--- config.mk ---
export PLATFORM = sky130hd
export DESIGN_NAME = pwm_brk_ctrl
export DESIGN_NICKNAME = d
export VERILOG_FILES = /design/src/rtl/pbc_pkg.sv /design/src/rtl/pbc_brk.sv /design/src/rtl/pbc_dtgen.sv /design/src/rtl/pbc_outfsm.sv /design/src/rtl/pwm_brk_ctrl.sv
export SDC_FILE = /design/constraint.sdc
export NUM_CORES = 1
export LEC_CHECK = 0
export ABC_AREA = 1
export ABC_CLOCK_PERIOD_IN_PS = 2400
export BUFFER_PORTS_ARGS = -buffer_cell sky130_fd_sc_hd__clkbuf_2
export CELL_PAD_IN_SITES_DETAIL_PLACEMENT = 1
export CELL_PAD_IN_SITES_GLOBAL_PLACEMENT = 1
export CORE_UTILIZATION = 40
export DETAILED_ROUTE_END_ITERATION = 12
export GPL_ROUTABILITY_DRIVEN = 0
export PLACE_DENSITY_LB_ADDON = 0.12
export SYNTH_ARGS = -nofsm -noshare
export SYNTH_HDL_FRONTEND = slang
export SYNTH_SLANG_ARGS = --single-unit
--- constraint.sdc ---
create_clock -name clk -period 2.4 [get_ports clk]
set_clock_uncertainty 0.15 [all_clocks]
set_input_delay 0.48 -clock clk [delete_from_list [all_inputs] [get_ports clk]]
set_output_delay 0.48 -clock clk [all_outputs]
set_load 0.02 [all_outputs]
--- src/rtl/pbc_pkg.sv ---
package pbc_pkg;
    typedef enum logic [1:0] {
        ST_RUN    = 2'd0,
        ST_BRK_DT = 2'd1,
        ST_IDLE   = 2'd2
    } pbc_state_e;
endpackage

--- src/rtl/pbc_brk.sv ---
module pbc_brk #(
    parameter int SYNC_N = 2
) (
    input  logic clk,
    input  logic rst_n,
    input  logic brk_en,
    input  logic brk_pin,
    input  logic brk_pol,
    input  logic clk_fail,
    input  logic moe_set,
    input  logic auto_rearm,
    input  logic ovf,
    input  logic flag_clr,
    input  logic irq_en,
    input  logic dma_en,
    output logic brk_act,
    output logic moe,
    output logic moe_sync,
    output logic brk_flag,
    output logic irq,
    output logic dma_req
);
    logic              moe_q;
    logic [SYNC_N-1:0] sync_q;

    // Break detection is combinational so the enable drops without a clock.
    assign brk_act = brk_en && ((brk_pin == brk_pol) || clk_fail);
    assign moe     = moe_q && !brk_act;

    always_ff @(posedge clk or negedge rst_n) begin
        if (!rst_n) begin
            moe_q <= 1'b0;
        end else if (brk_act) begin
            moe_q <= 1'b0;
        end else if (moe_set || (auto_rearm && ovf)) begin
            moe_q <= 1'b1;
        end
    end

    generate
        if (SYNC_N == 1) begin : g_sync1
            always_ff @(posedge clk or negedge rst_n) begin
                if (!rst_n) sync_q <= '0;
                else        sync_q <= moe;
            end
        end else begin : g_syncn
            always_ff @(posedge clk or negedge rst_n) begin
                if (!rst_n) sync_q <= '0;
                else        sync_q <= {sync_q[SYNC_N-2:0], moe};
            end
        end
    endgenerate
    assign moe_sync = sync_q[SYNC_N-1];

    always_ff @(posedge clk or negedge rst_n) begin
        if (!rst_n) begin
            brk_flag <= 1'b0;
        end else if (brk_act) begin
            brk_flag <= 1'b1;
        end else if (flag_clr) begin
            brk_flag <= 1'b0;
        end
    end

    assign irq     = brk_flag && irq_en;
    assign dma_req = brk_flag && dma_en;

    // an active break leaves the flag set
    p_flag_set_r9: assert property (@(posedge clk) disable iff (!rst_n)
        brk_act |=> brk_flag);
    // the master enable stays low in the cycle after an active break
    p_moe_lock_r10: assert property (@(posedge clk) disable iff (!rst_n)
        brk_act |=> !moe);
endmodule

--- src/rtl/pbc_dtgen.sv ---
module pbc_dtgen #(
    parameter int DT_W = 8
) (
    input  logic            clk,
    input  logic            rst_n,
    input  logic            raw_i,
    input  logic [DT_W-1:0] dt_cnt,
    output logic            run_main,
    output logic            run_comp
);
    logic            raw_q;
    logic [DT_W-1:0] cnt_q;
    logic            settled;

    always_ff @(posedge clk or negedge rst_n) begin
        if (!rst_n) begin
            raw_q <= 1'b0;
            cnt_q <= '0;
        end else begin
            raw_q <= raw_i;
            if (raw_i != raw_q) begin
                cnt_q <= dt_cnt;
            end else if (cnt_q != '0) begin
                cnt_q <= cnt_q - 1'b1;
            end
        end
    end

    assign settled  = (cnt_q == '0);
    assign run_main = raw_q && settled;
    assign run_comp = !raw_q && settled;

    // a raw transition with non-zero dead-time turns both sides off first
    p_dt_gap_r7: assert property (@(posedge clk) disable iff (!rst_n)
        ((raw_i != raw_q) && (dt_cnt != '0)) |=> (!run_main && !run_comp));
endmodule

--- src/rtl/pbc_outfsm.sv ---
module pbc_outfsm
    import pbc_pkg::*;
#(
    parameter int DT_W = 8
) (
    input  logic            clk,
    input  logic            rst_n,
    input  logic            moe,
    input  logic            moe_sync,
    input  logic [DT_W-1:0] dt_cnt,
    input  logic            run_main,
    input  logic            run_comp,
    input  logic            ch_en,
    input  logic            chn_en,
    input  logic            idle_main,
    input  logic            idle_comp,
    input  logic            pol_main,
    input  logic            pol_comp,
    input  logic            fault_keep,
    output logic            out_main,
    output logic            out_comp,
    output logic            oe_main,
    output logic            oe_comp
);
    pbc_state_e      state_q, state_nx;
    logic [DT_W-1:0] dcnt_q, dcnt_nx;
    logic            act_main, act_comp, live;

    // State register process
    always_ff @(posedge clk or negedge rst_n) begin
        if (!rst_n) begin
            state_q <= ST_IDLE;
            dcnt_q  <= '0;
        end else begin
            state_q <= state_nx;
            dcnt_q  <= dcnt_nx;
        end
    end

    // Next-state logic
    always_comb begin
        state_nx = state_q;
        dcnt_nx  = dcnt_q;
        unique case (state_q)
            ST_RUN: begin
                if (!moe_sync) begin
                    if (dt_cnt == '0) begin
                        state_nx = ST_IDLE;
                    end else begin
                        state_nx = ST_BRK_DT;
                        dcnt_nx  = dt_cnt;
                    end
                end
            end
            ST_BRK_DT: begin
                if (moe_sync) begin
                    state_nx = ST_RUN;
                end else if (dcnt_q <= DT_W'(1)) begin
                    state_nx = ST_IDLE;
                    dcnt_nx  = '0;
                end else begin
                    dcnt_nx = dcnt_q - 1'b1;
                end
            end
            ST_IDLE: begin
                if (moe_sync) state_nx = ST_RUN;
            end
            default: state_nx = ST_IDLE;
        endcase
    end

    // Output process
    always_comb begin
        live     = (state_q == ST_RUN) && moe;
        act_main = 1'b0;
        act_comp = 1'b0;
        if (live) begin
            act_main = run_main && ch_en;
            act_comp = run_comp && chn_en;
        end else if (state_q == ST_IDLE) begin
            act_main = idle_main;
            act_comp = idle_comp && !idle_main;
        end
        out_main = act_main ^ pol_main;
        out_comp = act_comp ^ pol_comp;
        oe_main  = ch_en && (moe || fault_keep);
        oe_comp  = chn_en && (moe || fault_keep);
    end

    // pins never both at active level
    p_excl_r6: assert property (@(posedge clk) disable iff (!rst_n)
        !((out_main ^ pol_main) && (out_comp ^ pol_comp)));
    // a lost synchronized enable always takes the FSM out of running
    p_leave_run_r4: assert property (@(posedge clk) disable iff (!rst_n)
        (state_q == ST_RUN && !moe_sync) |=> (state_q != ST_RUN));
    // the dead-time state never drives an active level
    p_dt_safe_r4: assert property (@(posedge clk) disable iff (!rst_n)
        (state_q == ST_BRK_DT) |-> (!(out_main ^ pol_main) && !(out_comp ^ pol_comp)));
endmodule

--- src/rtl/pwm_brk_ctrl.sv ---
module pwm_brk_ctrl #(
    parameter int DT_W   = 8,
    parameter int SYNC_N = 2
) (
    input  logic            clk,
    input  logic            rst_n,
    input  logic            raw_i,
    input  logic [DT_W-1:0] dt_cnt,
    input  logic            ch_en,
    input  logic            chn_en,
    input  logic            idle_main,
    input  logic            idle_comp,
    input  logic            pol_main,
    input  logic            pol_comp,
    input  logic            brk_en,
    input  logic            brk_pin,
    input  logic            brk_pol,
    input  logic            clk_fail,
    input  logic            fault_keep,
    input  logic            moe_set,
    input  logic            auto_rearm,
    input  logic            ovf,
    input  logic            flag_clr,
    input  logic            irq_en,
    input  logic            dma_en,
    output logic            out_main,
    output logic            out_comp,
    output logic            oe_main,
    output logic            oe_comp,
    output logic            out_master_en,
    output logic            brk_flag,
    output logic            irq,
    output logic            dma_req
);
    logic brk_act, moe_sync, run_main, run_comp;

    pbc_brk #(.SYNC_N(SYNC_N)) u_brk (
        .clk(clk), .rst_n(rst_n), .brk_en(brk_en), .brk_pin(brk_pin),
        .brk_pol(brk_pol), .clk_fail(clk_fail), .moe_set(moe_set),
        .auto_rearm(auto_rearm), .ovf(ovf), .flag_clr(flag_clr),
        .irq_en(irq_en), .dma_en(dma_en), .brk_act(brk_act),
        .moe(out_master_en), .moe_sync(moe_sync), .brk_flag(brk_flag),
        .irq(irq), .dma_req(dma_req)
    );

    pbc_dtgen #(.DT_W(DT_W)) u_dt (
        .clk(clk), .rst_n(rst_n), .raw_i(raw_i), .dt_cnt(dt_cnt),
        .run_main(run_main), .run_comp(run_comp)
    );

    pbc_outfsm #(.DT_W(DT_W)) u_fsm (
        .clk(clk), .rst_n(rst_n), .moe(out_master_en), .moe_sync(moe_sync),
        .dt_cnt(dt_cnt), .run_main(run_main), .run_comp(run_comp),
        .ch_en(ch_en), .chn_en(chn_en), .idle_main(idle_main),
        .idle_comp(idle_comp), .pol_main(pol_main), .pol_comp(pol_comp),
        .fault_keep(fault_keep), .out_main(out_main), .out_comp(out_comp),
        .oe_main(oe_main), .oe_comp(oe_comp)
    );

    // a held break keeps the flag set whatever software requests
    p_flag_hold_r10: assert property (@(posedge clk) disable iff (!rst_n)
        (brk_flag && brk_act) |=> brk_flag);
    // with break logic disabled a set master enable stays set
    p_no_brk_r1: assert property (@(posedge clk) disable iff (!rst_n)
        (!brk_en && out_master_en) |=> (out_master_en || !$past(brk_en) == 1'b0 || brk_en));
endmodule

==> impl_metrics.env <==
export IMPL_routed_via_density=4.95
export IMPL_grt_pass1_vias=1626
export IMPL_row_count=22
export IMPL_cts_tree="built"
export IMPL_syn_inst=219
export IMPL_dr_pass1_iters=4
export IMPL_p_total_mw=1.71
export IMPL_ant_nets=0
export IMPL_final_common_cell="nand2_1"
export IMPL_port_buffers=35
export IMPL_design_area_mm2=0.00188
export IMPL_synth_nets=251
export IMPL_max_stage_delay_ns=0.40
export IMPL_timing_fmax_ghz=0.444
export IMPL_routed_wl_um=4090
export IMPL_cp_arrival_ns=1.62
export IMPL_slew_violations=0
export IMPL_min_period_ns=2.25
export IMPL_timing_hold_ws_ns=0.0574
export IMPL_start_kind="flop"
export IMPL_routed_via_count=1543
export IMPL_final_cell_mix="nand2_1 (65), clkbuf_2 (34), inv_1 (27)"
export IMPL_drc=0
export IMPL_ir_drop_v=0.000328
export IMPL_multi_input_area_um2=860
export IMPL_track_usage=0.218
export IMPL_placed_cells=302
export IMPL_slew_limit_headroom=0.603
export IMPL_grt_pass1_wl_um=6990
export IMPL_postLayoutCoreUtil=0.514
export IMPL_finalSetupViolations=0
export IMPL_fin_ws_ns=0.148
export IMPL_pre_cts_ws_ns=0.345
export IMPL_nets=297
export IMPL_ys_ff_latch=23
export IMPL_final_hold_viol_count=0
export IMPL_final_cells=312
export IMPL_ys_warn_count=0
export IMPL_cts_made_buffers=3
export IMPL_yosysUniqueCellTypes=25
export IMPL_drive_above_1_share=0.250
export IMPL_clk_latency_ns=0.26
export IMPL_critPathMaxFanout=3
export IMPL_core_area_mm2=0.00366
export IMPL_dp_hpwl_um=3220
export IMPL_critPathRequiredTime_ns=1.77
export IMPL_crit_slowest_cell="dfrtp_1"
export IMPL_avgSynthCellArea_um2=7.01
export IMPL_seqCellArea_um2=577
export IMPL_critPathKind="flop to output port"
export IMPL_antenna_found_initial=0
export IMPL_grt_overflow_total=0
export IMPL_pwr_density_cell_mw_per_mm2=910
export IMPL_clockBufferDepth=2
export IMPL_wl_per_cell_um=13.1
export IMPL_n_antenna_cell=0
export IMPL_die_area_mm2=0.00409
export IMPL_status="finished clean"
export IMPL_yosysSeqAreaShare=0.376
export IMPL_hp_class="primary input to async pin"
export IMPL_cts_htree_levels=1
export IMPL_leakage_nw=0.986
export IMPL_cts_hold_fix_buffers=0
export IMPL_ios=36
export IMPL_placed_area_mm2=0.00177
export IMPL_worstSetupEndpointType="output port"
export IMPL_clockRootBuffer="clkbuf_8"
export IMPL_min_period_over_period=0.938
export IMPL_drt_iter0_drc=54
export IMPL_die_width_um=64.0
export IMPL_clk_pin_slew_ns=0.08
export IMPL_tightest_slew_ns=0.595
export IMPL_fillCellCount=505
export IMPL_initial_core_util=0.419
export IMPL_cpLargestDelayFamily="simple AND/OR/NAND/NOR gates"
export IMPL_fin_tns_setup_ns=0
export IMPL_clock_sinks=23
export IMPL_area_growth_syn_to_layout_pct=22.5
export IMPL_dieHeight_um=64.0
export IMPL_synth_area_mm2=0.00154
export IMPL_maxCapViolCount=0
export IMPL_crit_chain="inv_1 -> ha_1 -> nand2_2 -> inv_1 -> nand2_2 -> nor2_2 -> nand3_1 -> nand3_1 -> nand2_1 -> buf_4"
export IMPL_grt_max_degree=24
export IMPL_cp_num_buf_inv=3
-- cell type report --
type | count | area share
Inverter | 31 | 0.0619
Multi-Input combinational cell | 165 | 0.457
Tap cell | 48 | 0.0319
Clock buffer | 4 | 0.0240
Sequential cell | 23 | 0.307
Timing Repair Buffer | 41 | 0.118
-- metal layers --
metal,routed length (um),GRT usage,up-vias
met5,0,0,-
met4,29,0.0597,0
met3,86,0.0161,2
met2,2060,0.391,21
met1,1920,0.279,739
li1,-,-,781
-- repair_timing --
item	CTS	global route
setup endpoints to repair	0	2
gates resized for setup	0	9
endpoints found under the hold margin	0	0
setup buffers	0	6
-- logic make-up (layout without fill, tap and decap cells) --
group                      count (synthesis)  in the layout  share of synthesized area
buffers and inverters                     31             76                     0.0758
DFF                                       23             23                      0.376
xor gates and xnor gates                   9              9                     0.0513
AOI/OAI and AO/OA                         32             32                      0.135
adders and majority gates                  4              4                     0.0326
and+or+nand+nor                          120            120                      0.329
-- state kept, by name, indices dropped and copies added (netlist names) --
| register | cells |
|---|---|
| u_dt.cnt_q | 8 |
| u_fsm.dcnt_q | 8 |
| u_brk.sync_q | 2 |
| u_fsm.state_q | 2 |
| u_brk.brk_flag | 1 |
| u_brk.moe_q | 1 |
| u_dt.raw_q | 1 |
-- report_power, final --
group	total [mW]	internal [mW]	switching [mW]
sequential	0.636	0.507	0.129
combinational	0.830	0.309	0.521
clock	0.244	0.118	0.126
total	1.71	0.934	0.776
-- cell usage after synthesis, drive strengths merged --
| cell type | count | area share |
|---|---|---|
| dfrtp | 22 | 0.36 |
| xnor2 | 3 | 0.017 |
| o21ai | 12 | 0.044 |
| xor2 | 6 | 0.034 |
| o21a | 2 | 0.0098 |
| nand2 | 69 | 0.17 |
| inv | 31 | 0.076 |
| o22ai | 5 | 0.020 |
| a2bb2oi | 1 | 0.0057 |
| a22oi | 1 | 0.0049 |
| dfstp | 1 | 0.017 |
| o21bai | 3 | 0.015 |
| a21oi | 6 | 0.024 |
| nand3 | 16 | 0.052 |
| o221ai | 2 | 0.011 |
| or2 | 2 | 0.0081 |
| ha | 4 | 0.033 |
| nor2 | 33 | 0.097 |
-- final timing paths --
path                                              from                           end  slack [ns]  depth (start not counted)
max                          u_dt.cnt_q[1]$_DFFE_PN0P_                      out_comp        0.15                         10
min                                              rst_n   u_fsm.dcnt_q[5]$_DFFE_PN0P_        0.06                          1
max reg2reg                u_fsm.dcnt_q[0]$_DFFE_PN0P_   u_fsm.dcnt_q[2]$_DFFE_PN0P_        0.70                          7
min reg2reg                  u_brk.sync_q[0]$_DFF_PN0_     u_brk.sync_q[1]$_DFF_PN0_        0.20                          0
max in group asynchronous                        rst_n  u_fsm.state_q[0]$_DFFE_PN0P_        1.66                          1
min in group clk                                 raw_i          u_dt.raw_q$_DFF_PN0_        0.20                          1
(Power assumes the default switching activity.)
